`config.mk`:
```
export PLATFORM = sky130hd
export DESIGN_NAME = xcvr_state_ctrl
export DESIGN_NICKNAME = d
export VERILOG_FILES = /design/src/rtl/xsc_pkg.sv /design/src/rtl/xsc_mode_track.sv /design/src/rtl/xsc_cal_timer.sv /design/src/rtl/xsc_pin_router.sv /design/src/rtl/xsc_word_phase.sv /design/src/rtl/xcvr_state_ctrl.sv
export SDC_FILE = /design/constraint.sdc
export NUM_CORES = 1
export LEC_CHECK = 0
export BUFFER_PORTS_ARGS = -buffer_cell sky130_fd_sc_hd__buf_2
export CAP_MARGIN = 20
export CORE_MARGIN = 2
export CORE_UTILIZATION = 48
export DETAILED_ROUTE_END_ITERATION = 10
export GPL_ROUTABILITY_DRIVEN = 1
export GPL_TIMING_DRIVEN = 0
export PLACE_DENSITY = 0.86
export RECOVER_POWER = 25
export SLEW_MARGIN = 0
export SYNTH_ARGS = -nofsm -noshare
export SYNTH_HDL_FRONTEND = slang
export SYNTH_SLANG_ARGS = --single-unit
```
`constraint.sdc`:
```
create_clock -name clk -period 1.75 [get_ports clk]
set_input_delay 0.2625 -clock clk [delete_from_list [all_inputs] [get_ports clk]]
set_output_delay 0.2625 -clock clk [all_outputs]
set_load 0.02 [all_outputs]
```
`src/rtl/xsc_pkg.sv`:
```
`timescale 1ns/1ps
package xsc_pkg;

   typedef enum logic [1:0] {
      ST_DISC  = 2'd0,
      ST_FS    = 2'd1,
      ST_HS    = 2'd2,
      ST_CHIRP = 2'd3
   } op_state_t;

   typedef enum logic [1:0] {
      PH_SETTLE = 2'd0,
      PH_CAL    = 2'd1,
      PH_DONE   = 2'd2
   } cal_phase_t;

   typedef struct packed {
      logic fs_oe;
      logic fs_se0;
      logic hs_txv;
      logic hs_stuff;
   } pin_route_t;

   function automatic logic is_hs_group(op_state_t s);
      return s[1];
   endfunction

endpackage

```
`src/rtl/xsc_mode_track.sv`:
```
`timescale 1ns/1ps
module xsc_mode_track
   import xsc_pkg::*;
(
   input  logic      clk,
   input  logic      rst_n,
   input  logic [1:0] mode,
   output op_state_t state_q,
   output logic      restart
);

   op_state_t req;

   assign req     = op_state_t'(mode);
   assign restart = (req != state_q);

   always_ff @(posedge clk or negedge rst_n) begin
      if (!rst_n) begin
         state_q <= ST_DISC;
      end else if (restart) begin
         state_q <= req;
      end
   end

endmodule

```
`src/rtl/xsc_cal_timer.sv`:
```
`timescale 1ns/1ps
module xsc_cal_timer
   import xsc_pkg::*;
#(
   parameter int WAIT_CYC = 120,
   parameter int CAL_CYC  = 60
) (
   input  logic clk,
   input  logic rst_n,
   input  logic restart,
   output logic in_cal
);

   localparam int MAX_CYC = (WAIT_CYC > CAL_CYC) ? WAIT_CYC : CAL_CYC;
   localparam int CNT_W   = $clog2(MAX_CYC + 1);
   localparam logic [CNT_W-1:0] WAIT_LAST = CNT_W'(WAIT_CYC - 1);
   localparam logic [CNT_W-1:0] CAL_LAST  = CNT_W'(CAL_CYC - 1);

   if (WAIT_CYC < 2) begin : g_bad_wait
      $error("xsc_cal_timer: WAIT_CYC must be at least 2");
   end
   if (CAL_CYC < 1) begin : g_bad_cal
      $error("xsc_cal_timer: CAL_CYC must be at least 1");
   end

   cal_phase_t       phase;
   logic [CNT_W-1:0] cnt;

   always_ff @(posedge clk or negedge rst_n) begin
      if (!rst_n) begin
         phase <= PH_SETTLE;
         cnt   <= '0;
      end else if (restart) begin
         phase <= PH_SETTLE;
         cnt   <= '0;
      end else begin
         unique case (phase)
            PH_SETTLE: begin
               if (cnt == WAIT_LAST) begin
                  phase <= PH_CAL;
                  cnt   <= '0;
               end else begin
                  cnt <= cnt + 1'b1;
               end
            end
            PH_CAL: begin
               if (cnt == CAL_LAST) begin
                  phase <= PH_DONE;
                  cnt   <= '0;
               end else begin
                  cnt <= cnt + 1'b1;
               end
            end
            default: begin
               phase <= PH_DONE;
               cnt   <= '0;
            end
         endcase
      end
   end

   assign in_cal = (phase == PH_CAL);

endmodule

```
`src/rtl/xsc_pin_router.sv`:
```
`timescale 1ns/1ps
module xsc_pin_router
   import xsc_pkg::*;
(
   input  op_state_t  state_q,
   input  logic       link_rst_n,
   input  logic       pin_a,
   input  logic       pin_b,
   output pin_route_t route
);

   logic hs_grp;
   logic live;

   assign hs_grp = is_hs_group(state_q);
   assign live   = link_rst_n;

   always_comb begin
      route          = '0;
      route.fs_oe    = live & ~hs_grp & pin_a;
      route.fs_se0   = live & ~hs_grp & pin_b;
      route.hs_txv   = live &  hs_grp & pin_a;
      route.hs_stuff = live &  hs_grp & pin_b;
   end

endmodule

```
`src/rtl/xsc_word_phase.sv`:
```
`timescale 1ns/1ps
module xsc_word_phase #(
   parameter int WORD_DIV = 2
) (
   input  logic clk,
   input  logic rst_n,
   input  logic link_rst_n,
   output logic strobe
);

   localparam int PH_W = (WORD_DIV > 2) ? $clog2(WORD_DIV) : 1;
   localparam logic [PH_W-1:0] PH_LAST = PH_W'(WORD_DIV - 1);
   localparam bit  POW2 = ((WORD_DIV & (WORD_DIV - 1)) == 0);

   if (WORD_DIV < 2) begin : g_bad_div
      $error("xsc_word_phase: WORD_DIV must be at least 2");
   end

   logic [PH_W-1:0] ph;

   if (POW2) begin : g_wrap
      always_ff @(posedge clk or negedge rst_n) begin
         if (!rst_n)           ph <= '0;
         else if (!link_rst_n) ph <= '0;
         else                  ph <= ph + 1'b1;
      end
   end else begin : g_cmp
      always_ff @(posedge clk or negedge rst_n) begin
         if (!rst_n)              ph <= '0;
         else if (!link_rst_n)    ph <= '0;
         else if (ph == PH_LAST)  ph <= '0;
         else                     ph <= ph + 1'b1;
      end
   end

   assign strobe = (ph == PH_LAST);

endmodule

```
`src/rtl/xcvr_state_ctrl.sv`:
```
`timescale 1ns/1ps
module xcvr_state_ctrl
   import xsc_pkg::*;
#(
   parameter int WAIT_CYC = 120,
   parameter int CAL_CYC  = 60,
   parameter int WORD_DIV = 2
) (
   input  logic       clk,
   input  logic       rst_n,
   input  logic [1:0] mode,
   input  logic       link_rst_n,
   input  logic       pin_ctl_a,
   input  logic       pin_ctl_b,
   input  logic       phy_rx_valid,
   output logic [1:0] op_state,
   output logic       pullup_en,
   output logic       hs_term_en,
   output logic       rx_inactive,
   output logic       fs_oe,
   output logic       fs_se0,
   output logic       hs_tx_valid,
   output logic       hs_stuff_en,
   output logic       rx_valid,
   output logic       word_strobe
);

   op_state_t  state_q;
   logic       restart;
   logic       in_cal;
   pin_route_t route;

   xsc_mode_track u_track (
      .clk     (clk),
      .rst_n   (rst_n),
      .mode    (mode),
      .state_q (state_q),
      .restart (restart)
   );

   xsc_cal_timer #(
      .WAIT_CYC (WAIT_CYC),
      .CAL_CYC  (CAL_CYC)
   ) u_timer (
      .clk     (clk),
      .rst_n   (rst_n),
      .restart (restart),
      .in_cal  (in_cal)
   );

   xsc_pin_router u_router (
      .state_q    (state_q),
      .link_rst_n (link_rst_n),
      .pin_a      (pin_ctl_a),
      .pin_b      (pin_ctl_b),
      .route      (route)
   );

   xsc_word_phase #(
      .WORD_DIV (WORD_DIV)
   ) u_phase (
      .clk        (clk),
      .rst_n      (rst_n),
      .link_rst_n (link_rst_n),
      .strobe     (word_strobe)
   );

   assign op_state    = state_q;
   assign pullup_en   = (state_q == ST_FS) || (state_q == ST_CHIRP);
   assign hs_term_en  = (state_q == ST_HS) && !in_cal;
   assign rx_inactive = in_cal;
   assign fs_oe       = route.fs_oe;
   assign fs_se0      = route.fs_se0;
   assign hs_tx_valid = route.hs_txv;
   assign hs_stuff_en = route.hs_stuff;
   assign rx_valid    = phy_rx_valid & link_rst_n & ~in_cal;

endmodule

```
==> out/metrics.csv, run 1 <==
metric,value,unit
first_pass_iters,4,
place_hpwl,916,um
yosys_warnings,0,
dr.first_iter.drc_count,13,
synth_cell_type_count,29,
fin_crit_sh,88.8,%
dieWidth,40.1,um
fp.coreArea,1250,sq um
crit_chain,xor2_1 > or3_1 > clkbuf_2 > a2111oi_2,
grtUsageTotal,17.1,%
grt_pass1_vias,463,
drc,0,
period_needed,1.55,ns
tightestPinTransition,0.659,ns
cts-root-buf,clkbuf_4,
ys_seq_elements,12,
path_clk_slew,0.07,ns
viasPerCell,5.35,
avgSynthCellArea,10.6,sq um
antenna_found_initial,0,
cts_tree,built,
ir_drop,0.000581,V
finalNetCount,92,
place_congestion,0.815,
yosysTopAreaCell,dfrtp_1,
cts_sinks,12,
power_density,743,nW/um^2
drt_wl_total,1190,um
rsz0062_at_grt,no,
antenna_cells,0,
netlist_top_cells_area,"dfrtp_1 (48%), xor2_1 (5.6%), nor4_1 (4.0%), nor4b_4 (3.8%), and3_1 (3.0%)",
fin_skew,0.00196,ns
vias,519,
io_pins,19,
slowest_stage,dfrtp_1,
grt_pass1_wl,1800,um
yosysMostFrequentCell,dfrtp_1,
report.final.slew_viol_count,0,
arrival,1.72,ns
critPathBufInv,1,
synth_enable_flop_cells,0,
postLayoutCoreUtil,62.1,%
grt_overflow,0,
cts_setup_buffers,0,
port-buffer-count,18,
setup_viol,0,
grt_max_degree,13,
start_util,50.0,%
cp_top_family,flip-flops,
min_path_cells,2,
ant_nets,0,
yosysSeqAreaShare,47.9,%
max_stage_delay,0.44,ns
slew_headroom,56.1,%
syn_to_final_growth,24.2,%
cellLeakagePower,0.000363,uW
die_area,1610,sq um
synthArstFlopShare,100,%
yosys.area.top_type_share,47.9,%
worst-setup-path-type,reg -> reg,
path_max_fanout,8,
drive_gt1_share,30.5,%
cts_buffers,3,
status,completed,
clockBufferDepth,2,
synth_common_cells,"dfrtp_1 (12), clkbuf_1 (4), nor4_1 (4), xor2_1 (4)",
crit_path_start_kind,flop,
cp-end-kind,flop,
fin_setup_tns,0,ns
htreeDepth,1,
cp.depth,4,
syn_inst,59,
drv_cap,0,
hold_class,in -> reg,
hold_viol,0,
wl_per_cell,12.3,um
std_cell_rows,13,
netlist_area,627,sq um
clock_latency,0.26,ns
required,1.91,ns
ys.flop_type,dfrtp_1,
dieHeight,40.1,um
max_freq,643,MHz
syn_nets,68,
r2r_cells,4,
kinds of logic (layout without fill, tap and decap cells):
family          after synthesis  in the layout  synth area share, %
simple gates                 28             28                 30.5
flops                        12             12                 47.9
compound gates                7              7                 8.78
buf+inv                       6             29                 3.79
xor+xnor                      5              5                 6.99
fa+ha+maj                     1              1                 2.00
report_power, final:
group	internal, uW	switching, uW	total (uW)
sequential	285	7.98	293
combinational	28.4	43.4	71.8
clock	126	87.0	213
total	440	138	578
area by class of cell:
cell class / instances / area, sq um
clock buffers: 4 / 36.3
repair buffers: 19 / 96.3
plain buffers: 5 / 20.0
well taps: 15 / 18.8
fillers: 95 / 474
multi-input cells: 41 / 303
inverters: 1 / 3.75
flip-flops and latches: 12 / 300
cells in the final DEF (no fill, tap or decap), types with 2 or more instances in the layout:
cell,n
buf_2,15
dfrtp_1,12
clkbuf_1,7
xor2_1,4
nor4_1,4
nor2_1,3
and3_1,3
clkbuf_4,3
or3_1,2
nor2b_1,2
nand3_1,2
nand2_1,2
and3b_1,2
a21oi_1,2
worst paths after layout:
check                           slack (ns)                              to                      startpoint
worst max register to register        0.20        u_timer.cnt[5]$_DFF_PN0_  u_track.state_q[1]$_DFFE_PN0N_
worst min-delay path                  0.21  u_track.state_q[0]$_DFFE_PN0N_                         mode[0]
worst max-delay path                  0.20        u_timer.cnt[5]$_DFF_PN0_  u_track.state_q[1]$_DFFE_PN0N_
min in group asynchronous             0.53        u_timer.cnt[5]$_DFF_PN0_                           rst_n
max in group asynchronous             0.80  u_track.state_q[0]$_DFFE_PN0N_                           rst_n
worst min register to register        0.42        u_phase.strobe$_DFF_PN0_        u_phase.strobe$_DFF_PN0_
registers in the layout (all words and copies together) (netlist names):
name / flops
u_timer.phase: 2
u_timer.cnt: 7
u_phase.strobe: 1
u_track.state_q: 2
through the flow:
step                setup WS [ns]  total power [uW]  hold slack (ns)  instance area (sq um)  cells
global placement            0.220               367            0.147                    736     92
CTS                         0.175               586            0.198                    782     97
detailed placement          0.190               371            0.148                    736     92
floorplan                   0.180               339          -0.0331                    627     59
global route               0.0708               603            0.216                    778     97
finish                      0.196               578            0.210                    778     97
metal layers:
| layer | routed length (um) | GRT usage [%] | up-vias |
|---|---|---|---|
| met4 | 21 | 12.1 | 0 |
| met3 | 28 | 3.33 | 4 |
| li1 | - | - | 262 |
| met5 | 0 | 0 | - |
| met1 | 515 | 18.9 | 245 |
| met2 | 624 | 29.0 | 8 |
worst reg2reg max path, delay by kind of cell, from the launching register on:
| family | cells | cell delay (ns) |
|---|---|---|
| xor gates and xnor gates | 1 | 0.19 |
| AOI/OAI and AO/OA | 1 | 0.33 |
| and+or+nand+nor | 1 | 0.30 |
| DFF | 1 | 0.44 |
| buffers and inverters | 1 | 0.18 |
repair_timing:
| item | in CTS | in global routing |
|---|---|---|
| hold buffers | 1 | 0 |
| hold endpoints to repair | 12 | 0 |
| endpoints found under the setup margin | 0 | 0 |
| gates resized for setup | 0 | 0 |
(Power assumes the default switching activity.)
==> run 2: changes to the inputs <==
--- a/config.mk
+++ b/config.mk
@@ -7,12 +7,12 @@
 export LEC_CHECK = 0
 export BUFFER_PORTS_ARGS = -buffer_cell sky130_fd_sc_hd__buf_2
 export CAP_MARGIN = 20
-export CORE_MARGIN = 2
-export CORE_UTILIZATION = 48
+export CORE_AREA = 2 2 39 41
 export DETAILED_ROUTE_END_ITERATION = 10
+export DIE_AREA = 0 0 41 43
 export GPL_ROUTABILITY_DRIVEN = 1
 export GPL_TIMING_DRIVEN = 0
-export PLACE_DENSITY = 0.86
+export PLACE_DENSITY = 0.85
 export RECOVER_POWER = 25
 export SLEW_MARGIN = 0
 export SYNTH_ARGS = -nofsm -noshare
==> constraint.sdc (replaced) <==
create_clock -name clk -period 1.9 [get_ports clk]
set_input_delay 0.285 -clock clk [delete_from_list [all_inputs] [get_ports clk]]
set_output_delay 0.285 -clock clk [all_outputs]
set_load 0.02 [all_outputs]
==> out/metrics.csv, run 2 (synthesized netlist as in run 1, its figures left out) <==
metric,value,unit
status,completed,
cts_tree,built,
mostFrequentLayoutCells,"buf_2 (15), dfrtp_1 (12), clkbuf_1 (7), xor2_1 (4), nor4_1 (4)",
first_pass_iters,4,
cts-root-buf,clkbuf_4,
path_max_fanout,8,
die_area,1760,sq um
report.final.slew_viol_count,0,
drc,0,
finalNetCount,92,
fin_setup_tns,0,ns
fin_area,779,sq um
internal_power,405,uW
pwr-share-clk,37.9,%
antenna_found_initial,0,
layout_commonest_cell,buf_2,
postLayoutCoreUtil,56.3,%
cellLeakagePower,0.000363,uW
cts_buffers,3,
cp-end-kind,flop,
power_density,694,nW/um^2
viasPerCell,5.38,
drt_wl_total,1190,um
grt_max_degree,13,
top_register,u_timer.cnt,
grt_overflow,0,
fin_skew,0.00141,ns
max_freq,640,MHz
r2r_cells,4,
path_clk_slew,0.08,ns
setup_viol,0,
required,2.07,ns
drv_cap,0,
power_switching,136,uW
start_util,45.3,%
slew_headroom,56.5,%
std_cell_rows,14,
syn_to_final_growth,24.4,%
max_stage_delay,0.44,ns
grtUsageTotal,16.9,%
cts_setup_buffers,0,
pwr-share-seq,49.9,%
cts_resized,0,
antenna_cells,0,
io_pins,19,
ant_nets,0,
port-buffer-count,18,
min_path_cells,2,
worst-setup-path-type,reg -> reg,
fp.coreArea,1380,sq um
fin_crit_sh,82.3,%
vias,527,
crit_path_start_kind,flop,
hold_end,u_track.state_q[0]$_DFFE_PN0N_,
placed_cell_area,737,sq um
place_congestion,0.706,
p_total,541,uW
grt_pass1_wl,1980,um
rsz0062_at_grt,no,
fin_hold_ws,0.228,ns
fillers,134,
hold_viol,0,
clockBufferDepth,2,
swShare,25.1,%
clock_latency,0.27,ns
largest_register_ffs,7,
drive_gt1_share,30.5,%
dieWidth,41,um
slowest_stage,dfrtp_1,
place_hpwl,863,um
reg2reg_to,u_timer.cnt[5]$_DFF_PN0_,
reg_top3,"u_timer.cnt (7), u_timer.phase (2), u_track.state_q (2)",
crit_chain,xor2_1 > or3_1 > clkbuf_2 > a2111oi_2,
r2r_start,u_track.state_q[1]$_DFFE_PN0N_,
htreeDepth,1,
power.combinational.fraction,12.1,%
rrSetupSlack,0.34,ns
arrival,1.73,ns
worstHoldStart,mode[0],
wl_per_cell,12.1,um
hold_class,in -> reg,
dr.first_iter.drc_count,8,
tightestPinTransition,0.652,ns
dieHeight,43,um
ir_drop,0.000382,V
period_needed,1.56,ns
grt_pass1_vias,477,
cts_sinks,12,
run 2: per-layer routing:
metal,global-route usage (%),wire (um),up-vias
met1,22.5,549,249
met3,3.14,26,2
met2,23.4,596,12
met4,12.0,14,0
li1,-,-,264
met5,0,0,-
run 2: worst max path at each step:
stage                                         startpoint                  endpoint  depth (start not counted)
after global routing      u_track.state_q[0]$_DFFE_PN0N_  u_timer.cnt[5]$_DFF_PN0_                          4
final                     u_track.state_q[1]$_DFFE_PN0N_  u_timer.cnt[5]$_DFF_PN0_                          4
after floorplan           u_track.state_q[0]$_DFFE_PN0N_  u_timer.cnt[5]$_DFF_PN0_                          4
after global placement    u_track.state_q[0]$_DFFE_PN0N_  u_timer.cnt[5]$_DFF_PN0_                          4
after CTS                 u_track.state_q[1]$_DFFE_PN0N_  u_timer.cnt[5]$_DFF_PN0_                          4
after detailed placement  u_track.state_q[0]$_DFFE_PN0N_  u_timer.cnt[5]$_DFF_PN0_                          4
run 2: final cells by class:
class / instances / area [sq um] / area share (%)
inverter: 1 / 3.75 / 0.482
timing repair buffer: 19 / 96.3 / 12.4
tap: 16 / 20.0 / 2.57
multi-input combinational: 41 / 303 / 38.8
buffer: 5 / 20.0 / 2.57
sequential: 12 / 300 / 38.5
clock buffer: 4 / 36.3 / 4.65
run 2: power by group through the flow:
| stage | sequential, uW | clock (uW) | combinational [uW] |
|---|---|---|---|
| final | 270 | 205 | 65.6 |
| after CTS | 270 | 213 | 67.7 |
| after global placement | 274 | 0 | 63.6 |
| after detailed placement | 275 | 0 | 65.7 |
| after global routing | 272 | 231 | 73.2 |
| after floorplan | 279 | 0 | 33.2 |
run 2: metrics by stage:
stage               setup slack, ns  cells
finish                        0.337     98
CTS                           0.328     98
floorplan                     0.330     59
detailed placement            0.350     93
global placement              0.370     93
global route                  0.254     98
run 2: what timing repair did:
action,4_1_cts,5_1_grt
setup endpoints to repair,0,0
hold buffers,1,0
hold endpoints to repair,12,0
run 2: critical path: cells and delay by family (launching register included):
kind,cells,cell delay [ns]
compound gates,1,0.34
xor+xnor,1,0.19
buf+inv,1,0.18
flops,1,0.44
simple gates,1,0.30
